**src/rtl/spi_fe_pkg.sv**
```systemverilog
package spi_fe_pkg;
  localparam int FE_FRAME_W = 16;
  localparam int FE_OP_W    = 4;
  localparam int FE_ADR_W   = 4;
  localparam int FE_DAT_W   = FE_FRAME_W - FE_OP_W - FE_ADR_W;
  localparam int FE_CNT_W   = $clog2(FE_FRAME_W + 2);

  typedef logic [FE_FRAME_W-1:0] fe_word_t;

  typedef struct packed {
    logic [FE_OP_W-1:0]  op;
    logic [FE_ADR_W-1:0] addr;
    logic [FE_DAT_W-1:0] data;
  } fe_cmd_t;

  // append one received bit at the LSB end
  function automatic fe_word_t fe_shift_in(fe_word_t w, logic b);
    return {w[FE_FRAME_W-2:0], b};
  endfunction

  // advance the transmit word; released level fills from below
  function automatic fe_word_t fe_shift_out(fe_word_t w);
    return {w[FE_FRAME_W-2:0], 1'b1};
  endfunction

  // saturating edge counter, stops one past a full frame
  function automatic logic [FE_CNT_W-1:0] fe_count_up(logic [FE_CNT_W-1:0] c);
    if (int'(c) > FE_FRAME_W) return c;
    return c + 1'b1;
  endfunction

  function automatic logic fe_frame_full(logic [FE_CNT_W-1:0] c);
    return int'(c) == FE_FRAME_W;
  endfunction

  function automatic fe_cmd_t fe_split(fe_word_t w);
    return fe_cmd_t'(w);
  endfunction
endpackage

```
**src/rtl/spi_fe_sync.sv**
```systemverilog
module spi_fe_sync #(
  parameter int   STAGES  = 2,
  parameter logic RST_VAL = 1'b0
) (
  input  logic clk,
  input  logic rst_n,
  input  logic d_i,
  output logic q_o
);
  logic [STAGES-1:0] chain;

  generate
    if (STAGES == 1) begin : g_single
      always_ff @(posedge clk or negedge rst_n) begin
        if (!rst_n) chain <= RST_VAL;
        else        chain <= d_i;
      end
    end else begin : g_multi
      always_ff @(posedge clk or negedge rst_n) begin
        if (!rst_n) chain <= {STAGES{RST_VAL}};
        else        chain <= {chain[STAGES-2:0], d_i};
      end
    end
  endgenerate

  assign q_o = chain[STAGES-1];
endmodule

```
**src/rtl/spi_fe_edge.sv**
```systemverilog
module spi_fe_edge #(
  parameter logic RST_VAL = 1'b0
) (
  input  logic clk,
  input  logic rst_n,
  input  logic q_i,
  output logic rise_o,
  output logic fall_o
);
  logic last;

  always_ff @(posedge clk or negedge rst_n) begin
    if (!rst_n) last <= RST_VAL;
    else        last <= q_i;
  end

  assign rise_o = q_i & ~last;
  assign fall_o = ~q_i & last;
endmodule

```
**src/rtl/spi_fe_rx.sv**
```systemverilog
module spi_fe_rx
  import spi_fe_pkg::*;
(
  input  logic     clk,
  input  logic     rst_n,
  input  logic     sel_i,
  input  logic     sclk_rise_i,
  input  logic     sdi_i,
  input  logic     cs_rise_i,
  input  logic     cs_fall_i,
  output logic     valid_o,
  output fe_cmd_t  cmd_o,
  output fe_word_t echo_o
);
  fe_word_t            shreg;
  logic [FE_CNT_W-1:0] cnt;

  always_ff @(posedge clk or negedge rst_n) begin
    if (!rst_n) begin
      shreg   <= '0;
      cnt     <= '0;
      valid_o <= 1'b0;
      cmd_o   <= '0;
      echo_o  <= '1;
    end else begin
      valid_o <= 1'b0;
      if (cs_fall_i) begin
        shreg <= '0;
        cnt   <= '0;
      end else if (cs_rise_i) begin
        if (fe_frame_full(cnt)) begin
          valid_o <= 1'b1;
          cmd_o   <= fe_split(shreg);
          echo_o  <= shreg;
        end
      end else if (sel_i && sclk_rise_i) begin
        shreg <= fe_shift_in(shreg, sdi_i);
        cnt   <= fe_count_up(cnt);
      end
    end
  end
endmodule

```
**src/rtl/spi_fe_tx.sv**
```systemverilog
module spi_fe_tx
  import spi_fe_pkg::*;
(
  input  logic     clk,
  input  logic     rst_n,
  input  logic     sel_i,
  input  logic     cs_fall_i,
  input  logic     cs_rise_i,
  input  logic     sclk_rise_i,
  input  logic     sclk_fall_i,
  input  fe_word_t echo_i,
  input  logic     rb_load_i,
  input  fe_word_t rb_word_i,
  output logic     drv_low_o
);
  fe_word_t txreg;
  fe_word_t rb_hold;
  logic     rb_pend;
  logic     started;

  always_ff @(posedge clk or negedge rst_n) begin
    if (!rst_n) begin
      txreg   <= '1;
      rb_hold <= '0;
      rb_pend <= 1'b0;
      started <= 1'b0;
    end else begin
      if (cs_fall_i) begin
        txreg   <= rb_pend ? rb_hold : echo_i;
        rb_pend <= 1'b0;
        started <= 1'b0;
      end else if (cs_rise_i) begin
        txreg <= '1;
      end else if (sel_i) begin
        if (sclk_rise_i)
          started <= 1'b1;
        else if (sclk_fall_i && started)
          txreg <= fe_shift_out(txreg);
      end
      if (rb_load_i) begin
        rb_pend <= 1'b1;
        rb_hold <= rb_word_i;
      end
    end
  end

  assign drv_low_o = sel_i & ~txreg[FE_FRAME_W-1];
endmodule

```
**src/rtl/spi_frame_front.sv**
```systemverilog
module spi_frame_front
  import spi_fe_pkg::*;
#(
  parameter int SYNC_STAGES = 2
) (
  input  logic                  clk,
  input  logic                  rst_n,
  input  logic                  spi_clk_i,
  input  logic                  spi_sdi_i,
  input  logic                  spi_csn_i,
  input  logic                  rb_load_i,
  input  logic [FE_FRAME_W-1:0] rb_word_i,
  output logic                  cmd_valid_o,
  output logic [FE_OP_W-1:0]    cmd_op_o,
  output logic [FE_ADR_W-1:0]   cmd_addr_o,
  output logic [FE_DAT_W-1:0]   cmd_data_o,
  output logic                  sdo_drv_low_o
);
  logic     sclk_q, sdi_q, csn_q;
  logic     sclk_rise_evt, sclk_fall_evt;
  logic     cs_rise_evt, cs_fall_evt;
  logic     sel;
  fe_cmd_t  cmd;
  fe_word_t echo_word;

  spi_fe_sync #(.STAGES(SYNC_STAGES), .RST_VAL(1'b0)) u_sync_clk (
    .clk(clk), .rst_n(rst_n), .d_i(spi_clk_i), .q_o(sclk_q));
  spi_fe_sync #(.STAGES(SYNC_STAGES), .RST_VAL(1'b0)) u_sync_sdi (
    .clk(clk), .rst_n(rst_n), .d_i(spi_sdi_i), .q_o(sdi_q));
  spi_fe_sync #(.STAGES(SYNC_STAGES), .RST_VAL(1'b1)) u_sync_csn (
    .clk(clk), .rst_n(rst_n), .d_i(spi_csn_i), .q_o(csn_q));

  spi_fe_edge #(.RST_VAL(1'b0)) u_edge_clk (
    .clk(clk), .rst_n(rst_n), .q_i(sclk_q),
    .rise_o(sclk_rise_evt), .fall_o(sclk_fall_evt));
  spi_fe_edge #(.RST_VAL(1'b1)) u_edge_csn (
    .clk(clk), .rst_n(rst_n), .q_i(csn_q),
    .rise_o(cs_rise_evt), .fall_o(cs_fall_evt));

  assign sel = ~csn_q;

  spi_fe_rx u_rx (
    .clk(clk), .rst_n(rst_n), .sel_i(sel), .sclk_rise_i(sclk_rise_evt),
    .sdi_i(sdi_q), .cs_rise_i(cs_rise_evt), .cs_fall_i(cs_fall_evt),
    .valid_o(cmd_valid_o), .cmd_o(cmd), .echo_o(echo_word));

  spi_fe_tx u_tx (
    .clk(clk), .rst_n(rst_n), .sel_i(sel), .cs_fall_i(cs_fall_evt),
    .cs_rise_i(cs_rise_evt), .sclk_rise_i(sclk_rise_evt),
    .sclk_fall_i(sclk_fall_evt), .echo_i(echo_word),
    .rb_load_i(rb_load_i), .rb_word_i(rb_word_i), .drv_low_o(sdo_drv_low_o));

  assign cmd_op_o   = cmd.op;
  assign cmd_addr_o = cmd.addr;
  assign cmd_data_o = cmd.data;
endmodule

```
**config.mk**
```make
export PLATFORM = sky130hd
export DESIGN_NAME = spi_frame_front
export DESIGN_NICKNAME = d
export VERILOG_FILES = /design/src/rtl/spi_fe_pkg.sv /design/src/rtl/spi_fe_sync.sv /design/src/rtl/spi_fe_edge.sv /design/src/rtl/spi_fe_rx.sv /design/src/rtl/spi_fe_tx.sv /design/src/rtl/spi_frame_front.sv
export SDC_FILE = /design/constraint.sdc
export NUM_CORES = 1
export LEC_CHECK = 0
export BUFFER_PORTS_ARGS = -buffer_cell sky130_fd_sc_hd__buf_2
export CORE_AREA = 3 3 124 126
export DETAILED_ROUTE_END_ITERATION = 10
export DIE_AREA = 0 0 127 129
export PLACE_DENSITY = 0.54
export SETUP_SLACK_MARGIN = 0.15
export SYNTH_ARGS = -nofsm -noshare
export SYNTH_HDL_FRONTEND = slang
export SYNTH_HIERARCHICAL = 1
export SYNTH_SLANG_ARGS = --single-unit
```
**constraint.sdc**
```tcl
create_clock -name clk -period 2.9 [get_ports clk]
set_clock_uncertainty 0.15 [all_clocks]
set_input_delay 0.87 -clock clk [delete_from_list [all_inputs] [get_ports clk]]
set_output_delay 0.87 -clock clk [all_outputs]
set_load 0.005 [all_outputs]
```
After elaboration in Yosys (flattened, before gate mapping)
Cells that the tools add are included.

operators by class
  $add $sub $neg = 1
  reductions and logical operators = 11
  equal/unequal tests = 6
  muxes and demuxes = 26
  bitwise gates (word level) = 11
  magnitude comparators = 1

operators by type and width
  operator                                                                  number
  16-bit 2-to-1 mux                                                         9
  5-bit 2-to-1 mux                                                          4
  1-bit 2-to-1 mux                                                          13
  3-bit AND reduction                                                       4
  3-bit inequality test (second input constant)                             3
  1-bit NOT                                                                 6
  2-bit nonzero test                                                        3
  5-bit by 1-bit adder with 5-bit output (second input constant)            1
  1-bit bitwise AND                                                         5
  5-bit == test (second input constant)                                     1
  5-bit greater-than comparator (second input constant)                     1
  3-bit nonzero test                                                        1
  1-bit logical AND                                                         2
  2-bit by 1-bit inequality test with 1-bit output (second input constant)  1
  2-bit inequality test (second input constant)                             1
  2-bit AND reduction                                                       1

storage, ports and cells
  output and inout port bits = 18
  input port bits = 22
  logic and storage cells = 72
  register bits = 96

Depth between registers and ports, before layout
  depth in word-level cells = 10
  depth in mapped cells = 8
  gate-level depth less buffers = 7

By module
Netlist, hierarchy kept.

by module, submodules not included
  module                        sequential area each (um^2)  instances  area an instance (um^2)  cells each
  spi_fe_rx                     1,371.3                      1          2,088.3                  191
  spi_fe_tx                     870.8                        1          1,667.8                  133
  spi_fe_sync (u_sync_clk ...)  50.0                         2          50.0                     2
  spi_fe_sync (u_sync_csn)      52.6                         1          52.6                     2
  spi_fe_edge (u_edge_csn)      26.3                         1          41.3                     3
  spi_fe_edge (u_edge_clk)      25.0                         1          40.0                     3
  spi_frame_front               0.0                          1          3.8                      1

Worst setup path after synthesis
No wires, ideal clock.

  path kind = reg2reg
  start point = register u_sync_csn.chain[1]
  end point = register u_rx.shreg[10]
  slack = 952 ps
  data required time = 2,629 ps
  library setup time = 121 ps
  arrival = 1,677 ps
  buffers on the path = 2
  period minus slack after synthesis = 1,948 ps
  stages on the path, launching flop included = 6
  path through = dfstp_2 nor2b_1 and4bb_1 buf_6 buf_8 a22o_1

between the ends
  elaborated cells between the ends (all ways) = 8
  those cells by class = eq/ne (1); mux (1); bitwise (3); reduce/logical (3)

RTL lines
  element                                                            RTL line               text
  start, declared                                                    spi_fe_sync.sv:10      logic [STAGES-1:0] chain;
  start signal, assigned                                             spi_fe_sync.sv:20      if (!rst_n) chain <= {STAGES{RST_VAL}};
  start signal, assigned                                             spi_fe_sync.sv:21      else chain <= {chain[STAGES-2:0], d_i};
  1-bit bitwise AND                                                  spi_fe_edge.sv:17      assign rise_o = q_i & ~last;
  net cs_rise_evt                                                    spi_frame_front.sv:21  logic cs_rise_evt, cs_fall_evt;
  2-bit by 1-bit inequality test with 1-bit output (no source line)  -
  2-bit AND reduction (no source line)                               -
  end signal, assigned                                               spi_fe_rx.sv:37        shreg <= fe_shift_in(shreg, sdi_i);
  end, declared                                                      spi_fe_rx.sv:15        fe_word_t shreg;

The timed path passes the listed nets, and every way through them passes these cells.
A chain may end at the register's enable or synchronous reset.

Worst setup path after layout
  start point = register u_sync_csn.chain[1]
  end point = output port sdo_drv_low_o

between the ends
  longest elaborated chain between the ends = 2

ends and longest elaborated chain
  element            RTL line               text
  1-bit NOT          spi_frame_front.sv:40  assign sel = ~csn_q;
  net sel            spi_frame_front.sv:22  logic sel;
  1-bit bitwise AND  spi_fe_tx.sv:47        assign drv_low_o = sel_i & ~txreg[FE_FRAME_W-1];
  end, declared      spi_frame_front.sv:17  output logic sdo_drv_low_o

The timed path passes the listed nets, and every way through them passes these cells.

==> flow_summary.yaml <==
synth:
  synth_edf_count: 0
  synth_top_area_cell: "dfrtp_1"
  synth_area_leaders: "dfrtp_1 38%, dfstp_2 23%, mux2_2 8.2%"
  synthesis.area_sq_um: 3990
  synth-async-reset-ratio: 1.00
  synthCells: 337
  ys_warn_count: 6
  syn_area_per_cell_sq_um: 11.9
  synth_nets: 361
  yosysMostFrequentCell: "nand2_1"
  ys_types: 38
  ys_ff_latch: 96
  synth-seq-area-share: 0.612
  yosysTopAreaCellShare: 0.382
  synthTopCellsByCount: "83 x nand2_1, 61 x dfrtp_1, 35 x dfstp_2, 29 x mux2_2, 16 x o21ai_1"
  synthFlopType: "dfrtp_1"
floorplan:
  die-area_sq_um: 16400
  die_h_microns: 129
  rows: 44
  initial_utilization: 0.277
  coreArea_sq_um: 14400
  dieWidth_microns: 127
  ios: 40
place:
  dp_hpwl_microns: 5590
  place_congestion: 0.740
  dpl.cell_count: 544
  port_buffers: 39
sta:
  whs_ps: 203
  maxSlewViolCount: 0
  hold_violations: 0
  max_freq_mhz: 434
  finalSetupViolations: 0
  setup_tns_ps: 0
  rsz0062_at_grt: "no"
  slew_headroom: 0.493
  fin_crit_sh: 0.795
  worstMarginPinSlew_ps: 760
  period_needed_ps: 2300
routing:
  first_pass_iters: 4
  avgViaCountPerCell: 4.64
  routed.top_layer: "met4"
  wire_per_inst_microns: 14.7
  wl_met1_microns: 3930
  dr_wl_met2_microns: 3930
  ant_nets: 0
  drt_iter0_drc: 107
  num_vias: 2598
  drcViolationCount: 0
  route.met3.wl_microns: 266
  routed_wl_microns: 8230
clock_network:
  cts_buffer_depth: 2
  cts_setup_buffers: 0
  cts_tree: "yes"
  hold_buffers: 0
  clk_pin_slew_ps: 60
  cts_sinks: 96
  cts-root-buf: "clkbuf_16"
  htreeDepth: 3
  clk_latency_ps: 340
  cts_resized: 0
  numCtsBuffers: 9
global_route:
  antenna_found_initial: 0
  grt_max_degree: 63
  overflow: 0
  grt_pass1_wl_microns: 13900
  track_usage: 0.106
  grt_pass1_vias: 2745
power:
  powerDensity_nw_per_um2: 648
  peakVddDrop_uv: 251
  cellLeakagePower_nw: 2.23
worst_setup_path:
  crit_required_ps: 1880
  cp-start-kind: "flop"
  path_max_fanout: 5
  worstSetupPathType: "flop to output pin"
  cp-end-kind: "output pin"
  critPathArrivalTime_ps: 1280
flow_run:
  drv_cap: 0
finish:
  num_antenna_cells: 0
  drive_above_1_share: 0.348
  final_nets: 395
  area_delta_synth_final_pct: 15.7
  final_util: 0.320
  stdcell_count: 560
min_path:
  hold_class: "flop to flop"
run_status:
  status: "complete, no violations"
## cell usage in the layout (no fill, tap or decap), types with 7 or more instances in the layout
cell type and count:
nand2_1 83, dfrtp_1 61, buf_2 38, dfstp_2 35, mux2_2 29, o21ai_1 16
a22o_1 15, nand3_1 14, o22ai_1 14, clkbuf_16 10, inv_1 7
## flip-flops by register name, indices dropped and copies added, names as in the netlist, 2 cells and up
register          flops
u_sync_clk/chain      2
u_rx/cnt              5
u_rx/shreg           16
u_sync_csn/chain      2
u_tx/txreg           16
u_rx/echo_o          16
u_rx/cmd_o           16
u_tx/rb_hold         16
u_sync_sdi/chain      2
## power breakdown
part           switching [mW]  internal, mW
Combinational           0.125         0.118
Sequential             0.0542          1.46
Clock                   0.476         0.767
Total                   0.655          2.34
## final timing paths
kind,endpoint,depth (start not counted),slack [ps],start
worst max-delay path,sdo_drv_low_o,3,600,u_sync_csn/chain[1]$_DFF_PN1_
worst min-delay path,u_sync_sdi/chain[1]$_DFF_PN0_,0,200,u_sync_sdi/chain[0]$_DFF_PN0_
worst max register to register,u_rx/cnt[1]$_DFFE_PN0P_,4,630,u_sync_csn/chain[1]$_DFF_PN1_
worst min register to register,u_sync_sdi/chain[1]$_DFF_PN0_,0,200,u_sync_sdi/chain[0]$_DFF_PN0_
max in group asynchronous,u_rx/echo_o[0]$_DFFE_PN1P_,2,1540,rst_n
min in group asynchronous,u_tx/rb_hold[4]$_DFFE_PN0P_,1,340,rst_n
## logic make-up (layout without fill, tap and decap cells)
family / count (synthesis) / in the layout / share of synthesized area
AND/OR/NAND/NOR: 122 / 122 / 0.147
flip-flops: 96 / 96 / 0.612
AO/OA/AOI/OAI: 56 / 56 / 0.0902
multiplexers: 35 / 35 / 0.0993
buffers and inverters: 26 / 65 / 0.0445
adder cells (fa/ha/maj): 2 / 2 / 0.00626
## cell type report
type                            count  area, sq um
Timing Repair Buffer               41          225
Sequential cell                    96         2450
Clock inverter                      2         35.0
Inverter                            8         30.0
Tap cell                          184          230
Multi-Input combinational cell    215         1370
Fill cell                        1474         9800
Clock buffer                       14          285
## stage by stage
step	worst slack [ps]	total power, mW	cell area, sq um
6_report	595	3.00	4620
5_1_grt	467	3.12	4620
4_1_cts	586	3.03	4620
3_5_place_dp	656	1.78	4300
3_3_place_gp	720	1.77	4300
2_1_floorplan	952	1.70	3990
## layer usage
layer / track usage / vias up
li1: - / 1228
met1: 0.141 / 1323
met2: 0.171 / 40
met3: 0.0286 / 7
met4: 0.0341 / 0
met5: 0 / -
## worst max-delay path, stage by stage (launching register included)
cell and delay (ps):
dfstp_2 550, inv_1 110, nor2b_1 160, buf_2 130
Power figures use the tool's default switching activity.
